[src/rtl/cpu_irq_pkg.sv]
package cpu_irq_pkg;

  localparam int OFS_CTRL  = 'h00;
  localparam int OFS_PMR   = 'h04;
  localparam int OFS_ACK   = 'h0C;
  localparam int OFS_EOI   = 'h10;
  localparam int OFS_RUN   = 'h14;
  localparam int OFS_HPEND = 'h18;

  typedef enum logic [2:0] {
    SEL_NONE,
    SEL_CTRL,
    SEL_PMR,
    SEL_ACK,
    SEL_RUN,
    SEL_HPEND
  } rdSel_e;

  typedef struct packed {
    logic   wrCtrl;
    logic   wrPmr;
    logic   wrEoi;
    logic   rdEn;
    logic   rdAck;
    rdSel_e rdSel;
  } strobe_t;

endpackage

[src/rtl/cpu_irq_ctrl.sv]
module cpu_irq_ctrl
  import cpu_irq_pkg::*;
#(
  parameter int ADDR_W = 8
) (
  input  logic [ADDR_W-1:0] busAddr,
  input  logic              busWr,
  input  logic              busRd,
  output strobe_t           strb
);

  always_comb begin
    strb = '0;
    strb.rdSel = SEL_NONE;
    if (busWr) begin
      case (busAddr)
        ADDR_W'(OFS_CTRL): strb.wrCtrl = 1'b1;
        ADDR_W'(OFS_PMR):  strb.wrPmr  = 1'b1;
        ADDR_W'(OFS_EOI):  strb.wrEoi  = 1'b1;
        default: ;
      endcase
    end
    if (busRd) begin
      strb.rdEn = 1'b1;
      case (busAddr)
        ADDR_W'(OFS_CTRL):  strb.rdSel = SEL_CTRL;
        ADDR_W'(OFS_PMR):   strb.rdSel = SEL_PMR;
        ADDR_W'(OFS_ACK): begin
          strb.rdSel = SEL_ACK;
          strb.rdAck = 1'b1;
        end
        ADDR_W'(OFS_RUN):   strb.rdSel = SEL_RUN;
        ADDR_W'(OFS_HPEND): strb.rdSel = SEL_HPEND;
        default:            strb.rdSel = SEL_NONE;
      endcase
    end
  end

endmodule

[src/rtl/cpu_irq_datapath.sv]
module cpu_irq_datapath
  import cpu_irq_pkg::*;
#(
  parameter int ID_W      = 10,
  parameter int PRIO_W    = 8,
  parameter int CPU_W     = 3,
  parameter int DATA_W    = 32,
  parameter int MASK_BITS = 4
) (
  input  logic              clk,
  input  logic              rstN,
  input  strobe_t           strb,
  input  logic              candValid,
  input  logic [ID_W-1:0]   candId,
  input  logic [PRIO_W-1:0] candPrio,
  input  logic [CPU_W-1:0]  candSrc,
  input  logic [DATA_W-1:0] busWdata,
  output logic              irqOut,
  output logic              ackPulse,
  output logic [ID_W-1:0]   ackId,
  output logic              eoiPulse,
  output logic [ID_W-1:0]   eoiId,
  output logic [DATA_W-1:0] busRdata
);

  localparam int PRIO_LOW = PRIO_W - MASK_BITS;
  localparam logic [ID_W-1:0] SPUR_ID = '1;
  localparam logic [DATA_W-1:0] SPUR_WORD = DATA_W'(SPUR_ID);

  logic                 ctrlEn;
  logic [MASK_BITS-1:0] pmrNib;
  logic                 actValid;
  logic [ID_W-1:0]      actId;
  logic [PRIO_W-1:0]    actPrio;

  logic                 qualify;
  logic                 ackNow;
  logic                 eoiMatch;
  logic [PRIO_W-1:0]    runPrio;
  logic [DATA_W-1:0]    candWord;
  logic [DATA_W-1:0]    rdMux;
  logic                 unusedWdata;

  assign unusedWdata = ^busWdata;

  // Gate the candidate: enable, no interrupt already active, upper nibble
  // strictly below the mask.
  assign qualify  = ctrlEn && candValid && !actValid &&
                    (candPrio[PRIO_W-1:PRIO_LOW] < pmrNib);
  assign ackNow   = strb.rdAck && qualify;
  assign eoiMatch = strb.wrEoi && actValid && (busWdata[ID_W-1:0] == actId);
  assign runPrio  = actValid ? actPrio : '1;
  assign candWord = DATA_W'({candSrc, candId});

  always_comb begin
    case (strb.rdSel)
      SEL_CTRL:  rdMux = DATA_W'(ctrlEn);
      SEL_PMR:   rdMux = DATA_W'(pmrNib) << PRIO_LOW;
      SEL_ACK:   rdMux = qualify ? candWord : SPUR_WORD;
      SEL_RUN:   rdMux = DATA_W'(runPrio);
      SEL_HPEND: rdMux = candValid ? candWord : SPUR_WORD;
      default:   rdMux = '0;
    endcase
  end

  always_ff @(posedge clk) begin
    if (!rstN) begin
      ctrlEn   <= 1'b0;
      pmrNib   <= '0;
      actValid <= 1'b0;
      actId    <= '0;
      actPrio  <= '0;
      irqOut   <= 1'b0;
      ackPulse <= 1'b0;
      ackId    <= '0;
      eoiPulse <= 1'b0;
      eoiId    <= '0;
      busRdata <= '0;
    end else begin
      if (strb.wrCtrl) ctrlEn <= busWdata[0];
      if (strb.wrPmr)  pmrNib <= busWdata[PRIO_W-1:PRIO_LOW];
      if (ackNow) begin
        actValid <= 1'b1;
        actId    <= candId;
        actPrio  <= candPrio;
      end else if (eoiMatch) begin
        actValid <= 1'b0;
      end
      irqOut   <= qualify && !ackNow;
      ackPulse <= ackNow;
      if (ackNow) ackId <= candId;
      eoiPulse <= eoiMatch;
      if (eoiMatch) eoiId <= actId;
      if (strb.rdEn) busRdata <= rdMux;
    end
  end

  AST_IRQ_IDLE_ONLY: assert property (@(posedge clk) disable iff (!rstN)
    irqOut |-> !actValid);
  AST_ACK_SETS_ACTIVE: assert property (@(posedge clk) disable iff (!rstN)
    ackPulse |-> actValid && actId == ackId);
  AST_ACK_DATA: assert property (@(posedge clk) disable iff (!rstN)
    ackPulse |-> busRdata[ID_W-1:0] == ackId);
  AST_ACK_NEEDS_ENABLE: assert property (@(posedge clk) disable iff (!rstN)
    ackPulse |-> $past(ctrlEn));
  AST_EOI_RETIRES: assert property (@(posedge clk) disable iff (!rstN)
    eoiPulse |-> !actValid && $past(actValid));
  AST_ACTIVE_HOLDS: assert property (@(posedge clk) disable iff (!rstN)
    actValid && $past(actValid) |-> $stable(actId) && $stable(actPrio));
  AST_STROBES_EXCL: assert property (@(posedge clk) disable iff (!rstN)
    !(ackPulse && eoiPulse));

endmodule

[src/rtl/cpu_irq_iface.sv]
module cpu_irq_iface
  import cpu_irq_pkg::*;
#(
  parameter int ID_W      = 10,
  parameter int PRIO_W    = 8,
  parameter int CPU_W     = 3,
  parameter int ADDR_W    = 8,
  parameter int DATA_W    = 32,
  parameter int MASK_BITS = 4
) (
  input  logic              clk,
  input  logic              rstN,
  input  logic              candValid,
  input  logic [ID_W-1:0]   candId,
  input  logic [PRIO_W-1:0] candPrio,
  input  logic [CPU_W-1:0]  candSrc,
  input  logic [ADDR_W-1:0] busAddr,
  input  logic              busWr,
  input  logic              busRd,
  input  logic [DATA_W-1:0] busWdata,
  output logic [DATA_W-1:0] busRdata,
  output logic              irqOut,
  output logic              ackPulse,
  output logic [ID_W-1:0]   ackId,
  output logic              eoiPulse,
  output logic [ID_W-1:0]   eoiId
);

  strobe_t strb;

  cpu_irq_ctrl #(
    .ADDR_W(ADDR_W)
  ) u_ctrl (
    .busAddr(busAddr),
    .busWr  (busWr),
    .busRd  (busRd),
    .strb   (strb)
  );

  cpu_irq_datapath #(
    .ID_W     (ID_W),
    .PRIO_W   (PRIO_W),
    .CPU_W    (CPU_W),
    .DATA_W   (DATA_W),
    .MASK_BITS(MASK_BITS)
  ) u_dp (
    .clk      (clk),
    .rstN     (rstN),
    .strb     (strb),
    .candValid(candValid),
    .candId   (candId),
    .candPrio (candPrio),
    .candSrc  (candSrc),
    .busWdata (busWdata),
    .irqOut   (irqOut),
    .ackPulse (ackPulse),
    .ackId    (ackId),
    .eoiPulse (eoiPulse),
    .eoiId    (eoiId),
    .busRdata (busRdata)
  );

endmodule

[config.mk]
export PLATFORM = sky130hd
export DESIGN_NAME = cpu_irq_iface
export DESIGN_NICKNAME = d
export VERILOG_FILES = /design/src/rtl/cpu_irq_pkg.sv /design/src/rtl/cpu_irq_ctrl.sv /design/src/rtl/cpu_irq_datapath.sv /design/src/rtl/cpu_irq_iface.sv
export SDC_FILE = /design/constraint.sdc
export NUM_CORES = 1
export LEC_CHECK = 0
export ABC_AREA = 1
export CORE_UTILIZATION = 30
export CTS_BUF_LIST = sky130_fd_sc_hd__clkbuf_8
export CTS_CLUSTER_SIZE = 8
export DETAILED_ROUTE_END_ITERATION = 8
export DONT_BUFFER_PORTS = 1
export GPL_ROUTABILITY_DRIVEN = 0
export GPL_TIMING_DRIVEN = 0
export HOLD_SLACK_MARGIN = 0.05
export RECOVER_POWER = 50
export SKIP_CTS_REPAIR_TIMING = 1
export SLEW_MARGIN = 15
export SYNTH_ARGS = -nofsm -noshare
export SYNTH_HDL_FRONTEND = slang
export SYNTH_SLANG_ARGS = --single-unit
[constraint.sdc]
create_clock -name clk -period 2.05 [get_ports clk]
set_input_delay 0.41 -clock clk [delete_from_list [all_inputs] [get_ports clk]]
set_output_delay 0.41 -clock clk [all_outputs]
set_load 0.05 [all_outputs]
# Word-level counts from Yosys, hierarchy flattened
# Cells that the tools add are included.
# totals
register_bits,69
inputBits,66
out_inout_bits,55
wordCells,46
# classes
n_eq_ne,11
muxes,13
reduce_logical,11
n_lt_le_gt_ge,1
# ops
cell,count
$pmux W32 S5,1
$mux W13,2
$eq A8 B5 Y1 const B,3
$pmux W3 S5,1
$eq A10 B10 Y1,1
$eq A8 B3 Y1 const B,1
$eq A8 B4 Y1 const B,1
$logic_not A8 Y1,1
$mux W8,1
$logic_and A1 B1 Y1,7
$eq A3 B2 Y1 const B,2
$eq A3 B3 Y1 const B,2
$mux W1,6
$mux W5,1
$lt A4 B4 Y1,1
$eq A3 B1 Y1 const B,1
$mux W3,1
$logic_not A1 Y1,2
$reduce_bool A2 Y1,1

# Logic depth before layout (Yosys ltp)
# depth
word_depth,7
mapped_depth,12

# Hierarchy
# From an unflattened synthesis, not the netlist that was laid out.
# hier_totals
hier_cells,452
hier_area_um2,2894.0
# by_module_without_submodules
mod,seq_area_each_um2,instances,area_each_um2,cells_each
cpu_irq_datapath,1001.0,1,2685.1,411
cpu_irq_ctrl,0.0,1,209.0,41

# Worst setup path after synthesis
# No wires, ideal clock.
# synth_path
path_kind,in2reg
start,in candPrio[7]
end,reg u_dp.actId[5]
path_buffers,1
arrival_ns,1.759
path_stages,9
path_slack_ns,0.174
setup_time_ns,0.118
path_cell_list,ha_1 a21oi_1 a21boi_2 nand2_4 nor2_8 inv_4 buf_6 o21ai_1 a21oi_2
# synth_via
elab_chain_len,3
# synth_rtl
element,line,text
start: declaration,cpu_irq_iface.sv:15,"input logic [PRIO_W-1:0] candPrio,"
$lt A4 B4 Y1,cpu_irq_datapath.sv:49,(candPrio[PRIO_W-1:PRIO_LOW] < pmrNib);
$logic_and A1 B1 Y1,cpu_irq_datapath.sv:48,assign qualify = ctrlEn && candValid && !actValid &&
$logic_and A1 B1 Y1,cpu_irq_datapath.sv:50,assign ackNow = strb.rdAck && qualify;
end signal: assignment,cpu_irq_datapath.sv:84,actId <= candId;
end: declaration,cpu_irq_datapath.sv:33,logic [ID_W-1:0] actId;
# Every way passes these cells.
# A chain may end at the register's enable or synchronous reset.

# Final worst setup path
# layout_path
start,reg u_dp.pmrNib[3]
end,reg u_dp.actId[2]
# layout_via
elab_chain_len,3
# layout_rtl
element,line,text
start: declaration,cpu_irq_datapath.sv:31,logic [MASK_BITS-1:0] pmrNib;
start signal: assignment,cpu_irq_datapath.sv:81,if (strb.wrPmr) pmrNib <= busWdata[PRIO_W-1:PRIO_LOW];
$lt A4 B4 Y1,cpu_irq_datapath.sv:49,
$logic_and A1 B1 Y1,cpu_irq_datapath.sv:48,
$logic_and A1 B1 Y1,cpu_irq_datapath.sv:50,
# Every way passes these cells.

==> results.ini <==
[power]
p_leak_uw = 0.00152
pwr_density_cell_mw_per_mm2 = 556
vdd_ir_drop_max_mv = 0.271

[timing]
setup_slack_ns = 0.0770
fin_skew_ns = 0.0121
setup_tns_ns = 0
worstMarginPinSlew_ns = 0.576
timing.final.crit_period_ns = 1.97
setup_viol = 0
fmax_mhz = 507
max_slew_margin = 0.616
maxSlewViolCount = 0
min_period_over_period = 0.962
hold_violations = 0

[grt]
track_usage = 0.163
grt_pass1_wl_um = 12600
antenna_found_initial = 0
first_global_vias = 2574
grt-ovfl-total = 0
grt_max_degree = 19

[clocking]
cts_root_buf = clkbuf_8
clk_pin_slew_worst_paths_ns = 0.11
cts_buffers = 5
cts.sinks = 50
insertion_delay_ns = 0.32
cts_tree = yes
htree_levels = 2
clk_path_buf_depth = 2

[floorplan]
pin_count = 121
die_w_um = 100
fp-row-count = 35
dieArea_mm2 = 0.0100
die_h_um = 100
initial_utilization = 0.312
coreArea_mm2 = 0.00928

[detailed_routing]
vias = 2761
routed_wl_um = 8180
viasPerCell = 4.56
dr.pass1.iters = 4
drc_errors = 0
wl_per_cell_um = 13.5
dr.first_iter.drc_count = 133
ant_nets = 0

[yosys]
synthAdderAreaFrac = 0.0130
synth_compound_area_frac = 0.135
ys_seq_elements = 50
synth_area_leaders = dfxtp_1 35%, nand2_1 11%, nor2_1 11%
synth_cell_types = 37
synth.top_cell.area_share = 0.346
synth_xor_xnor_area_share = 0.00908
synth_area_mm2 = 0.00289
ys_seq_area_frac = 0.346
synthMuxAreaShare = 0
yosysWarnings = 0
synth_top_family_by_area = simple AND/OR/NAND/NOR gates
yosys.area_share.simple = 0.346
syn_avg_cell_area_um2 = 6.49
yosysTopAreaCell = dfxtp_1
synth-edff-count = 0
syn_inst = 446
synthFlopType = dfxtp_1
synthArstFlopShare = 0

[setup_path]
required_ns = 2.26
end_kind = flip-flop
crit_chain = inv_1 -> ha_1 -> a21oi_2 -> a21boi_4 -> nand2_4 -> nor2_8 -> inv_4 -> buf_6 -> o21ai_1 -> a21oi_1
slowest_stage = dfxtp_1
slowest_delay_ns = 0.35
critPathMaxFanout = 10
regToRegSetupSlack_ns = 0.08
startpoint = u_dp.pmrNib[3]$_SDFFE_PN0P_
arrival_ns = 2.19
cp-start-kind = flip-flop
worst-setup-path-type = flip-flop to flip-flop
worstReg2RegStart = u_dp.pmrNib[3]$_SDFFE_PN0P_

[placement]
dp_hpwl_um = 6600
portBuffers = 0
place_ws_ns = -0.0710

[layout]
layout.nets = 545
antenna_cells = 0
syn_to_final_growth_pct = 13.5
drive_gt1_frac = 0.153
layout_common_cells = 88 x nand2_1, 88 x nor2_1, 53 x inv_1

[worst_hold_path]
min_path_type = primary input to flip-flop
min-delay-start = busWr

[status]
status = finished clean

[flow_run]
maxCapViolations = 0

## per-layer routing
metal	up-vias	global-route usage	share of wire	routed length, um
met3	14	0.0592	0.085	697
li1	1427	-	-	-
met2	81	0.278	0.47	3840
met5	-	0	0	0
met4	0	0.0513	0.022	177
met1	1239	0.191	0.42	3460
## per-stage QoR
stage	power, uW	area, um2	instances	hold slack (ns)	util
6_report	1820	3280	606	0.200	0.354
3_5_place_dp	1210	3120	593	0.477	0.336
3_3_place_gp	1200	3120	593	0.475	0.336
5_1_grt	1900	3280	606	0.193	0.354
2_1_floorplan	1180	2960	464	0.447	-
4_1_cts	1830	3220	601	0.197	0.347
## critical path: cells and delay by family (launching register included)
| family | cells | cell delay (ns) |
|---|---|---|
| adder cells (fa/ha/maj) | 1 | 0.30 |
| flip-flops | 1 | 0.35 |
| AO/OA/AOI/OAI | 4 | 0.70 |
| buffers and inverters | 3 | 0.24 |
| AND/OR/NAND/NOR | 2 | 0.30 |
## sequential cells by signal (all words and copies together) (netlist names), 4 cells and up
name and cells:
u_dp.pmrNib 4, u_dp.eoiId 10, u_dp.actPrio 8, u_dp.busRdata 13
u_dp.actId 10
## where the power goes
| group | leakage (uW) | internal (uW) | switching, uW |
|---|---|---|---|
| Sequential | 0.000408 | 970 | 2.20 |
| Combinational | 0.00106 | 64.8 | 157 |
| Clock | 0.0000506 | 256 | 375 |
| Total | 0.00152 | 1290 | 534 |
## kinds of logic after synthesis
group | Yosys count
AND/OR/NAND/NOR | 231
buffers and inverters | 89
AO/OA/AOI/OAI | 69
flip-flops | 50
XOR/XNOR | 3
adder cells (fa/ha/maj) | 3
other | 1
## final cells by class
| class | count | area [um2] |
|---|---|---|
| Fill cell | 1040 | 6000 |
| Multi-Input combinational cell | 325 | 1540 |
| Sequential cell | 50 | 1020 |
| Inverter | 58 | 220 |
| Buffer | 31 | 214 |
| Tap cell | 129 | 161 |
| Clock buffer | 5 | 68.8 |
| Timing Repair Buffer | 5 | 37.5 |
| Clock inverter | 3 | 28.8 |
## final timing paths
check	end	cells past startpoint
worst max-delay path	u_dp.actId[2]$_SDFFE_PN0P_	10
worst min-delay path	u_dp.ctrlEn$_SDFFE_PN0P_	1
worst max register to register	u_dp.actId[2]$_SDFFE_PN0P_	10
worst min register to register	u_dp.pmrNib[3]$_SDFFE_PN0P_	2
## cells in the mapped netlist (all sizes together) (3+ instances only)
library cell and number:
xnor2 3, a211oi 3, nand3 27, a21oi 30, o21ai 33, nor2 90
nor4 3, or2 7, ha 3, clkbuf 6, nand4 5, dfxtp 50
inv 57, nor3 6, nand2 90, buf 25
Power figures use the tool's default switching activity.
